**src/rtl/rxf_pkg.sv**
```systemverilog
package rxf_pkg;
  localparam int BYTE_W     = 8;
  localparam int ADDR_BYTES = 6;
  localparam int ADDR_W     = ADDR_BYTES * BYTE_W;
  localparam int CFG_DW     = 32;
  localparam int RA_BASE    = 4;
  localparam int TA_BASE    = RA_BASE + ADDR_BYTES;
  localparam int HDR_LAST   = TA_BASE + ADDR_BYTES - 1;
  localparam int CNT_W      = $clog2(HDR_LAST + 2);
  localparam int FLAG_W     = 14;

  // mask bit positions
  localparam int F_MCAST   = 1;
  localparam int F_BCN_ANY = 4;
  localparam int F_CTRL    = 5;
  localparam int F_OBSS    = 6;
  localparam int F_PSPOLL  = 7;
  localparam int F_PREQ    = 8;
  localparam int F_UCAST   = 9;
  localparam int F_BC_ONES = 10;
  localparam int F_BC_ZERO = 11;
  localparam int F_BCN_OWN = 12;
  localparam int F_MONITOR = 13;

  typedef enum logic [2:0] {
    CFG_OWN_LO = 3'd0,
    CFG_OWN_HI = 3'd1,
    CFG_BSS_LO = 3'd2,
    CFG_BSS_HI = 3'd3,
    CFG_FLAGS  = 3'd4
  } cfg_sel_e;

  localparam logic [1:0] FT_MGMT   = 2'd0;
  localparam logic [1:0] FT_CTRL   = 2'd1;
  localparam logic [3:0] ST_PREQ   = 4'd4;
  localparam logic [3:0] ST_PRSP   = 4'd5;
  localparam logic [3:0] ST_BEACON = 4'd8;
  localparam logic [3:0] ST_PSPOLL = 4'd10;
endpackage

```
**src/rtl/rxf_cfg.sv**
```systemverilog
module rxf_cfg
  import rxf_pkg::*;
(
  input  logic              clk_i,
  input  logic              rst_ni,
  input  logic              we_i,
  input  logic [2:0]        sel_i,
  input  logic [CFG_DW-1:0] wdata_i,
  output logic [ADDR_W-1:0] own_o,
  output logic [ADDR_W-1:0] bss_o,
  output logic [FLAG_W-1:0] flags_o
);
  localparam int N_ADDR = 2;
  localparam int LO_W   = CFG_DW;
  localparam int HI_W   = ADDR_W - LO_W;

  logic [N_ADDR-1:0][ADDR_W-1:0] addr_q;
  logic [FLAG_W-1:0]             flags_q;

  for (genvar g = 0; g < N_ADDR; g++) begin : g_addr
    localparam logic [2:0] SEL_LO = 3'(2 * g);
    localparam logic [2:0] SEL_HI = 3'(2 * g + 1);
    always_ff @(posedge clk_i or negedge rst_ni) begin
      if (!rst_ni) begin
        addr_q[g] <= '0;
      end else if (we_i) begin
        if (sel_i == SEL_LO) addr_q[g][LO_W-1:0]      <= wdata_i;
        if (sel_i == SEL_HI) addr_q[g][ADDR_W-1:LO_W] <= wdata_i[HI_W-1:0];
      end
    end
  end

  always_ff @(posedge clk_i or negedge rst_ni) begin
    if (!rst_ni)                        flags_q <= '0;
    else if (we_i && sel_i == CFG_FLAGS) flags_q <= wdata_i[FLAG_W-1:0];
  end

  assign own_o   = addr_q[0];
  assign bss_o   = addr_q[1];
  assign flags_o = flags_q;

  AST_FLAG_WRITE: assert property (@(posedge clk_i) disable iff (!rst_ni)
    (we_i && sel_i == CFG_FLAGS) |=> flags_o == $past(wdata_i[FLAG_W-1:0]));
  AST_FLAG_HOLD: assert property (@(posedge clk_i) disable iff (!rst_ni)
    !(we_i && sel_i == CFG_FLAGS) |=> $stable(flags_o));
endmodule

```
**src/rtl/rxf_hdr_capture.sv**
```systemverilog
module rxf_hdr_capture
  import rxf_pkg::*;
(
  input  logic              clk_i,
  input  logic              rst_ni,
  input  logic              sof_i,
  input  logic              valid_i,
  input  logic [BYTE_W-1:0] byte_i,
  output logic [BYTE_W-1:0] fc0_o,
  output logic [ADDR_W-1:0] ra_o,
  output logic [ADDR_W-1:0] ta_o,
  output logic              done_o
);
  localparam logic [CNT_W-1:0] LAST_C = CNT_W'(HDR_LAST);

  logic [CNT_W-1:0]                   cnt_q;
  logic                               active_q;
  logic                               done_q;
  logic [BYTE_W-1:0]                  fc0_q;
  logic [ADDR_BYTES-1:0][BYTE_W-1:0]  ra_q;
  logic [ADDR_BYTES-1:0][BYTE_W-1:0]  ta_q;
  logic                               take;

  // a byte belongs to the running frame only if it is not a new start
  assign take = valid_i && active_q && !sof_i;

  always_ff @(posedge clk_i or negedge rst_ni) begin
    if (!rst_ni) begin
      cnt_q    <= '0;
      active_q <= 1'b0;
      done_q   <= 1'b0;
      fc0_q    <= '0;
    end else begin
      done_q <= 1'b0;
      if (valid_i && sof_i) begin
        cnt_q    <= CNT_W'(1);
        active_q <= 1'b1;
        fc0_q    <= byte_i;
      end else if (take) begin
        cnt_q <= cnt_q + 1'b1;
        if (cnt_q == LAST_C) begin
          active_q <= 1'b0;
          done_q   <= 1'b1;
        end
      end
    end
  end

  for (genvar g = 0; g < ADDR_BYTES; g++) begin : g_byte
    localparam logic [CNT_W-1:0] RA_C = CNT_W'(RA_BASE + g);
    localparam logic [CNT_W-1:0] TA_C = CNT_W'(TA_BASE + g);
    always_ff @(posedge clk_i or negedge rst_ni) begin
      if (!rst_ni) begin
        ra_q[g] <= '0;
        ta_q[g] <= '0;
      end else if (take) begin
        if (cnt_q == RA_C) ra_q[g] <= byte_i;
        if (cnt_q == TA_C) ta_q[g] <= byte_i;
      end
    end
  end

  assign fc0_o  = fc0_q;
  assign ra_o   = ra_q;
  assign ta_o   = ta_q;
  assign done_o = done_q;

  AST_CNT_RANGE: assert property (@(posedge clk_i) disable iff (!rst_ni)
    active_q |-> cnt_q <= LAST_C);
  AST_DEC_PULSE: assert property (@(posedge clk_i) disable iff (!rst_ni)
    done_o |=> !done_o);
  AST_DEC_AFTER_BYTE: assert property (@(posedge clk_i) disable iff (!rst_ni)
    $rose(done_o) |-> $past(valid_i) && !$past(sof_i));
  AST_IDLE_SILENT: assert property (@(posedge clk_i) disable iff (!rst_ni)
    (!active_q && !(valid_i && sof_i)) |=> !done_o);
endmodule

```
**src/rtl/rxf_accept.sv**
```systemverilog
module rxf_accept
  import rxf_pkg::*;
(
  input  logic              clk_i,
  input  logic              rst_ni,
  input  logic              valid_i,
  input  logic [FLAG_W-1:0] flags_i,
  input  logic [ADDR_W-1:0] own_i,
  input  logic [ADDR_W-1:0] bss_i,
  input  logic [BYTE_W-1:0] fc0_i,
  input  logic [ADDR_W-1:0] ra_i,
  input  logic [ADDR_W-1:0] ta_i,
  output logic              pass_o
);
  logic [1:0]        ftype;
  logic [3:0]        fsub;
  logic              is_mgmt, is_ctrl, is_beacon, is_prsp, is_preq, is_pspoll;
  logic              ra_own, ra_ones, ra_zero, ra_mcast, ta_bss;
  logic [FLAG_W-1:0] hit;
  logic              unused_bits;

  assign ftype = fc0_i[3:2];
  assign fsub  = fc0_i[7:4];

  assign is_mgmt   = ftype == FT_MGMT;
  assign is_ctrl   = ftype == FT_CTRL;
  assign is_beacon = is_mgmt && fsub == ST_BEACON;
  assign is_prsp   = is_mgmt && fsub == ST_PRSP;
  assign is_preq   = is_mgmt && fsub == ST_PREQ;
  assign is_pspoll = is_ctrl && fsub == ST_PSPOLL;

  assign ra_own   = ra_i == own_i;
  assign ra_ones  = &ra_i;
  assign ra_zero  = ~|ra_i;
  // byte 0 occupies the low bits, so the prefix reads right to left
  assign ra_mcast = (ra_i[23:0] == 24'h5E0001) || (ra_i[15:0] == 16'h3333);
  assign ta_bss   = ta_i == bss_i;

  always_comb begin
    hit            = '0;
    hit[F_MCAST]   = ra_mcast;
    hit[F_BCN_ANY] = is_beacon || is_prsp;
    hit[F_CTRL]    = is_ctrl;
    hit[F_OBSS]    = !ta_bss;
    hit[F_PSPOLL]  = is_pspoll;
    hit[F_PREQ]    = is_preq;
    hit[F_UCAST]   = ra_own;
    hit[F_BC_ONES] = ra_ones;
    hit[F_BC_ZERO] = ra_zero;
    hit[F_BCN_OWN] = is_beacon && ta_bss;
    hit[F_MONITOR] = 1'b1;
  end

  assign unused_bits = ^{flags_i[0], flags_i[3:2], fc0_i[1:0]};
  assign pass_o      = valid_i && |(hit & flags_i);

  AST_MONITOR_PASS: assert property (@(posedge clk_i) disable iff (!rst_ni)
    (valid_i && flags_i[F_MONITOR]) |-> pass_o);
  AST_ZERO_MASK_DROP: assert property (@(posedge clk_i) disable iff (!rst_ni)
    (valid_i && flags_i == '0) |-> !pass_o);
  AST_PASS_QUALIFIED: assert property (@(posedge clk_i) disable iff (!rst_ni)
    !valid_i |-> !pass_o);
endmodule

```
**src/rtl/rx_frame_filter.sv**
```systemverilog
module rx_frame_filter
  import rxf_pkg::*;
(
  input  logic              clk_i,
  input  logic              rst_ni,
  input  logic              cfg_we_i,
  input  logic [2:0]        cfg_sel_i,
  input  logic [CFG_DW-1:0] cfg_wdata_i,
  input  logic              sof_i,
  input  logic              byte_valid_i,
  input  logic [BYTE_W-1:0] byte_i,
  output logic              dec_valid_o,
  output logic              dec_pass_o
);
  logic [ADDR_W-1:0] own, bss, ra, ta;
  logic [FLAG_W-1:0] flags;
  logic [BYTE_W-1:0] fc0;
  logic              done;

  rxf_cfg u_cfg (
    .clk_i   (clk_i),
    .rst_ni  (rst_ni),
    .we_i    (cfg_we_i),
    .sel_i   (cfg_sel_i),
    .wdata_i (cfg_wdata_i),
    .own_o   (own),
    .bss_o   (bss),
    .flags_o (flags)
  );

  rxf_hdr_capture u_cap (
    .clk_i   (clk_i),
    .rst_ni  (rst_ni),
    .sof_i   (sof_i),
    .valid_i (byte_valid_i),
    .byte_i  (byte_i),
    .fc0_o   (fc0),
    .ra_o    (ra),
    .ta_o    (ta),
    .done_o  (done)
  );

  rxf_accept u_acc (
    .clk_i   (clk_i),
    .rst_ni  (rst_ni),
    .valid_i (done),
    .flags_i (flags),
    .own_i   (own),
    .bss_i   (bss),
    .fc0_i   (fc0),
    .ra_i    (ra),
    .ta_i    (ta),
    .pass_o  (dec_pass_o)
  );

  assign dec_valid_o = done;

  AST_RESET_QUIET: assert property (@(posedge clk_i) disable iff (!rst_ni)
    $rose(rst_ni) |-> !dec_valid_o);
endmodule

```
**config.mk**
```make
export PLATFORM = sky130hd
export DESIGN_NAME = rx_frame_filter
export DESIGN_NICKNAME = d
export VERILOG_FILES = /design/src/rtl/rxf_pkg.sv /design/src/rtl/rxf_cfg.sv /design/src/rtl/rxf_hdr_capture.sv /design/src/rtl/rxf_accept.sv /design/src/rtl/rx_frame_filter.sv
export SDC_FILE = /design/constraint.sdc
export NUM_CORES = 1
export LEC_CHECK = 0
export CAP_MARGIN = 20
export CORE_MARGIN = 3
export CORE_UTILIZATION = 35
export CTS_CLUSTER_DIAMETER = 80
export DETAILED_ROUTE_END_ITERATION = 16
export PLACE_DENSITY = 0.56
export SETUP_SLACK_MARGIN = 0.4
export SYNTH_ARGS = -nofsm -noshare
export SYNTH_HDL_FRONTEND = slang
export SYNTH_SLANG_ARGS = --single-unit
```
**constraint.sdc**
```tcl
create_clock -name clk_i -period 2.4 [get_ports clk_i]
set_clock_uncertainty 0.1 [all_clocks]
set_input_delay 0.48 -clock clk_i [delete_from_list [all_inputs] [get_ports clk_i]]
set_output_delay 0.48 -clock clk_i [all_outputs]
set_load 0.01 [all_outputs]
```
## Yosys cells after proc, flatten, opt, wreduce, memory -nomap -nowiden

Index checks and enable logic that the tools add are counted.

| operators by class | value |
|---|---|
| bitwise logic cells | 1 |
| reduce and logical (&&, ||, !) cells | 39 |
| add/sub/neg operators | 1 |
| mux-type cells | 8 |
| eq/ne operators | 25 |

Operators with widths:

| operator | number |
|---|---|
| equality test 48 bit | 2 |
| AND reduction 48 bit | 1 |
| OR reduction 48 bit | 1 |
| equality test 5 x 4 -> 1 bit (second input constant) | 8 |
| AND reduction 2 bit | 17 |
| equality test 24 x 23 -> 1 bit (second input constant) | 1 |
| equality test 5 x 3 -> 1 bit (second input constant) | 4 |
| equality test 16 x 14 -> 1 bit (second input constant) | 1 |
| AND 14 bit | 1 |
| OR reduction 14 bit | 1 |
| logical AND 1 bit | 10 |
| 2-to-1 mux 5 bit | 2 |
| equality test 4 x 3 -> 1 bit (second input constant) | 2 |
| equality test 4 bit (second input constant) | 2 |
| equality test 3 x 2 -> 1 bit (second input constant) | 2 |
| 2-to-1 mux 1 bit | 6 |
| adder 5 x 1 -> 5 bit (second input constant) | 1 |
| nonzero test 2 bit | 2 |
| equality test 3 x 1 -> 1 bit (second input constant) | 1 |
| equality test 3 bit (second input constant) | 1 |
| logical NOT 1 bit | 3 |
| logical NOT 3 bit | 1 |
| equality test 2 x 1 -> 1 bit (second input constant) | 1 |
| logical NOT 2 bit | 1 |
| logical OR 1 bit | 2 |

| word-level totals | value |
|---|---|
| bits in registers | 221 |
| output and inout bits | 2 |

## Longest topological paths before layout

| logic depth | value |
|---|---|
| word-level depth | 6 |
| gate-level depth with buffers | 7 |
| depth with buffers taken out | 6 |

## Hierarchy

Synthesis repeated with hierarchy kept, for this count alone.

| second synthesis, totals | value |
|---|---|
| cell total of the unflattened synthesis | 700 |
| area, all modules | 10024.6 um^2 |

By module, submodules not included:

| module | area each (um^2) | cells an instance | seq. area each (um^2) | times used |
|---|---|---|---|---|
| rxf_hdr_capture | 4436.8 | 281 | 2777.7 | 1 |
| rxf_cfg | 4210.3 | 237 | 2752.6 | 1 |
| rxf_accept | 1377.6 | 182 | 0.0 | 1 |

## Worst setup path after synthesis

Ideal clock, no wire load.

| timing path | value |
|---|---|
| path type | register -> output |
| start | register u_cap.ra_q (netlist bit u_cap.ra_o[0]) |
| end | output dec_pass_o |
| path buffers | 0 |
| data arrival time | 1.727 ns |
| path slack | 0.093 ns |
| cell stages (with the launch flop) | 7 |
| data required time | 1.820 ns |
| cell sequence | dfrtp_1 xnor2_1 nand4_1 or4_1 nor4_1 nor4_1 a41oi_1 |

| on the way | value |
|---|---|
| word-level cells in the longest chain between the ends | 5 |

Ends and longest elaborated chain:

| item | RTL line | source |
|---|---|---|
| from (decl) | rxf_hdr_capture.sv:20 | `logic [ADDR_BYTES-1:0][BYTE_W-1:0] ra_q;` |
| from (signal, indexed assignment) | rxf_hdr_capture.sv:57 | `if (cnt_q == RA_C) ra_q[g] <= byte_i;` |
| equality test 24 x 23 -> 1 bit (tied with other cells) | rxf_accept.sv:36 | `assign ra_mcast = (ra_i[23:0] == 24'h5E0001) \|\| (ra_i[15:0] == 16'h3333);` |
| logical OR 1 bit or logical NOT 1 bit (tied branches) | rxf_accept.sv:36, rxf_accept.sv:34 |  |
| AND 14 bit * | rxf_accept.sv:55 | `assign pass_o = valid_i && \|(hit & flags_i);` |
| OR reduction 14 bit * | rxf_accept.sv:55 |  |
| logical AND 1 bit * | rxf_accept.sv:55 |  |
| to (decl) | rx_frame_filter.sv:13 | `output logic dec_pass_o` |

Mark *: on every way between the ends. The rest lies on a longest branch, timed or not.

## Final worst setup path

| timing path | value |
|---|---|
| start | register u_cfg.addr_q (netlist bit u_cfg.bss_o[20]) |
| end | output dec_pass_o |

| on the way | value |
|---|---|
| word-level cells in the longest chain between the ends | 5 |

Ends and longest elaborated chain:

| item | RTL line | source |
|---|---|---|
| from (decl) | rxf_cfg.sv:17 | `logic [N_ADDR-1:0][ADDR_W-1:0] addr_q;` |
| from (signal, indexed assignment) | rxf_cfg.sv:27 | `if (sel_i == SEL_LO) addr_q[g][LO_W-1:0] <= wdata_i;` |
| from (signal, indexed assignment) | rxf_cfg.sv:28 | `if (sel_i == SEL_HI) addr_q[g][ADDR_W-1:LO_W] <= wdata_i[HI_W-1:0];` |
| equality test 48 bit * | rxf_accept.sv:37 | `assign ta_bss = ta_i == bss_i;` |
| logical NOT 1 bit or logical AND 1 bit (tied branches) | rxf_accept.sv:44, rxf_accept.sv:50 |  |
| AND 14 bit * | rxf_accept.sv:55 |  |
| OR reduction 14 bit * | rxf_accept.sv:55 |  |
| logical AND 1 bit * | rxf_accept.sv:55 |  |

Marked as above.

==> summary.txt <==
Status
  – Outcome: complete, but fails checks
  – Violations in the final reports: setup timing

Worst setup path
  – Worst endpoint data arrival time: ~2.6 ns
  – Internal reg-to-reg setup slack: 0.48 ns
  – Slowest Stage Delay on Critical Path: around 0.4 ns
  – Buffers & Inverters on Critical Path: 2
  – Instance count on the critical path: 7
  – Endpoint type of the worst setup path: output pin
  – Critical Setup Path Class: flop to output pin
  – Gate family responsible for the most delay along the worst path: simple AND/OR/NAND/NOR gates
  – Reg2reg path depth: 6
  – Worst r2r src: u_cap.cnt_q[0]
  – Highest-delay cell along the critical path: or3_1
  – CP startpoint kind: flop
  – R2r endpoint: u_cap.ta_o[43]
  – Highest fanout seen on the critical path: 2
  – Critical path, cell by cell: xor2_1, nor4_2, buf_4, nand4_1, or3_1, a41oi_2, buf_2
  – Worst EP required: around 1.8 ns

Floorplan
  – Initial standard-cell utilization of the core: 0.362
  – Die Width: between 150 and 200 µm
  – Number of placed I/O pins: 50
  – Area of the placeable core: around 27000 µm²
  – Vertical extent of the die: roughly 170 µm
  – DIE AREA: 29400 µm²
  – Cell row count: 59

Worst hold path
  – Hold worst-path end: u_cap.cnt_q[3]
  – Classification of the worst-slack hold path: input port to flop
  – Worst hold start: byte_valid_i
  – Number of stages on the worst hold path: 3

GRT
  – Number of antenna violations at the first check in global routing: 0
  – Wire length of the first global-routing pass: roughly 43000 µm
  – Met3 usage: 0.0255
  – Maximum number of pins on one net before global-route repair: 63
  – Met1 routing resource usage after global routing: 0.280
  – Global-route track usage on met2: 0.324
  – Total grt overflow: 0
  – Vias in the first global route: between 6000 and 7000
  – All-layer global routing usage: 0.198
  – Busiest metal layer after global routing: met2

Timing
  – Fmax achieved: roughly 320 MHz
  – Setup WS post-layout: -0.748 ns
  – Post-route setup TNS: -0.748 ns
  – Final critical-path share of the clock period: 1.31
  – Setup violators final: 1
  – Unrepaired setup endpoints after global routing: yes
  – Worst-Margin Slew: 0.666 ns
  – Post-Route Hold Slack: ~0.21 ns
  – Final critical delay including setup and external delays: around 3.1 ns
  – Max-slew violations: 0
  – Slew margin rel.: 0.554
  – Final Hold Vio Count: 0

Yosys
  – Top cell type's share of synthesized area: 0.564
  – Sequential share of the synthesized area: 0.564
  – Mapped Avg Cell Area: roughly 14 µm²
  – Number of synthesized flops with an enable pin: 0
  – Total standard cell area after synthesis: around 9600 µm²
  – Cell accounting for the most synthesized area: dfrtp_1
  – Post-synth ARST share: 1.00
  – Post-synth top flop: dfrtp_1
  – Flip-flop and latch count after synthesis: ~220
  – Area contributors post-synth: dfrtp_1 56%, mux2_2 24%, xor2_1 4.5%
  – Count of mapped cells out of synthesis: just under 700
  – Synthesized net count: between 700 and 800
  – Post-synth cell types: 38
  – Yosys warnings: 0

Placement
  – Final RePlAce weighted congestion: approximately 0.9
  – # port buffers: 49
  – Detailed Place HPWL: between 20000 and 25000 µm
  – Placed cell area: between 10000 and 15000 µm²
  – Worst slack at placement: -0.970 ns
  – Placed cell count: ~1200

Finish
  – Filler Cell Count: roughly 2400
  – Antenna fix cells: 0
  – Number of non-filler instances in the completed layout: between 1000 and 1500
  – Layout area overhead: 27.0%
  – Design Area, Final: between 10000 and 15000 µm²
  – Final #Nets: 899
  – Fraction of final layout cells with drive strength greater than 1: 0.421

Routing
  – Post-detailed-route via-to-cell ratio: 5.26
  – Sum of routed wire length over all layers: 28400 µm
  – Routed len/inst: ~24 µm
  – Remaining routing DRC violations: 0
  – Count of vias placed by the detailed router: between 6000 and 7000
  – Number of violations reported at the end of detailed-routing iteration 0: about 360
  – Count of nets left with antenna violations after detail routing: 0
  – Number of detailed-routing iterations run before antenna repair: 4

Clocking
  – Num Clock Sinks: 216
  – Clock slew at reported path FFs: around 0.060 ns
  – Number of buffers created by CTS: 24
  – Clock latency on the worst-skew pair: a little over 0.5 ns
  – Max Root-Sink Buffers: 3
  – Clock tree from TritonCTS: built
  – Deepest level of the CTS H-tree: 1
  – Buffer type at the clock tree root: clkbuf_16

Flow run
  – Number of max-cap violations: 0

Power and ir drop
  – Worst IR drop on VDD: roughly 0.00044 V
  – Total power per unit cell area: a little under 900 nW/µm²
  – Leakage power total: roughly 5.6 nW
==> kinds of logic after synthesis <==
kind of cell	share of synthesized area
flops	0.564
simple gates	0.0770
buf+inv	0.0131
xor+xnor	0.0841
fa+ha+maj	0.00653
compound gates	0.0145
mux	0.241
==> how the worst max path moves through the flow <==
stage / from / to
2_1_floorplan: u_cap.ra_o[2] / dec_pass_o
3_3_place_gp: u_cap.ra_o[28] / dec_pass_o
3_5_place_dp: u_cap.ra_o[28] / dec_pass_o
4_1_cts: u_cfg.own_o[28] / dec_pass_o
5_1_grt: u_cfg.bss_o[18] / dec_pass_o
6_report: u_cfg.bss_o[20] / dec_pass_o
==> stage by stage <==
stage               utilization  total power [mW]
finish                    0.459              10.7
global route              0.459              11.2
CTS                       0.457              10.8
detailed placement        0.424              7.11
global placement          0.424              7.06
floorplan                     -              5.96
==> per-layer routing <==
| metal | up-vias | part of all wire |
|---|---|---|
| met3 | 34 | 0.038 |
| met4 | 0 | 0.020 |
| met1 | 3306 | 0.47 |
| li1 | 2810 | - |
| met2 | 136 | 0.47 |
| met5 | - | 0 |
==> state kept, by name (all words and copies together) (netlist names) <==
signal          flops
u_cap.active_q      1
u_cap.done_o        1
u_cap.ta_o         48
u_cfg.bss_o        48
u_cap.ra_o         48
u_cfg.flags_o      11
u_cfg.own_o        48
u_cap.cnt_q         5
u_cap.fc0_o         6
==> worst reg2reg max path: cells and delay by family, from the launching register on <==
kind / cells / cell delay, ns
flops: 1 / 0.47
fa+ha+maj: 2 / 0.42
mux: 1 / 0.35
simple gates: 2 / 0.26
buf+inv: 1 / 0.20
==> what timing repair did <==
action / 4_1_cts / 5_1_grt
gates resized for setup: 25 / 9
pin swaps: 12 / 2
hold buffers: 1 / 0
setup buffers: 1 / 0
endpoints found under the hold margin: 57 / 0
endpoints found under the setup margin: 90 / 81
==> cell usage after synthesis (3+ instances only) <==
library cell and n:
nor3_1 6, nor2_1 7, clkbuf_1 12, o21ai_0 9
xnor2_1 43, inv_1 12, nand3_1 6, nor4_1 27
xor2_1 49, mux2_2 204, nand2_1 22, dfrtp_1 216
nand2_2 11, ha_1 5, buf_2 6, nand4_1 29
a21oi_1 3
==> cells in the final DEF (no fill, tap or decap), types with 2 or more instances in the layout <==
master,synthesis,layout
dfrtp_1,216,215
mux2_2,204,203
buf_4,0,86
xor2_1,49,49
clkdlybuf4s50_1,0,45
xnor2_1,43,42
nand4_1,29,29
clkbuf_16,0,25
nor4_1,27,23
nand2_1,22,21
inv_1,12,12
o21ai_0,9,9
buf_12,0,9
clkbuf_1,12,8
nor2_1,7,7
nand3_1,6,6
nand2_4,0,6
nor3_1,6,4
ha_1,5,4
clkbuf_8,0,4
nor4_2,0,3
a21oi_1,3,3
nand2_2,11,3
nand2_8,0,3
o211ai_1,2,2
nor3b_1,2,2
a221oi_1,2,2
nand3b_1,2,2
nor4b_4,2,2
nor3_2,0,2
clkinv_2,0,2
==> cell type report <==
class	count	area, µm²	area share
flip-flops and latches	216	5410	0.444
clock buffers	37	711	0.0584
repair buffers	146	1340	0.110
multi-input cells	446	4220	0.346
inverters	12	45.0	0.00370
clock inverters	3	40.0	0.00329
well taps	335	419	0.0344
==> report_power, final <==
group | total, mW | leakage, nW | internal [mW] | switching, mW
Clock | 3.54 | 0.368 | 2.12 | 1.42
Sequential | 4.82 | 2.76 | 4.28 | 0.537
Combinational | 2.32 | 2.47 | 1.30 | 1.02
No activity file was read; power rests on OpenSTA's default activity.
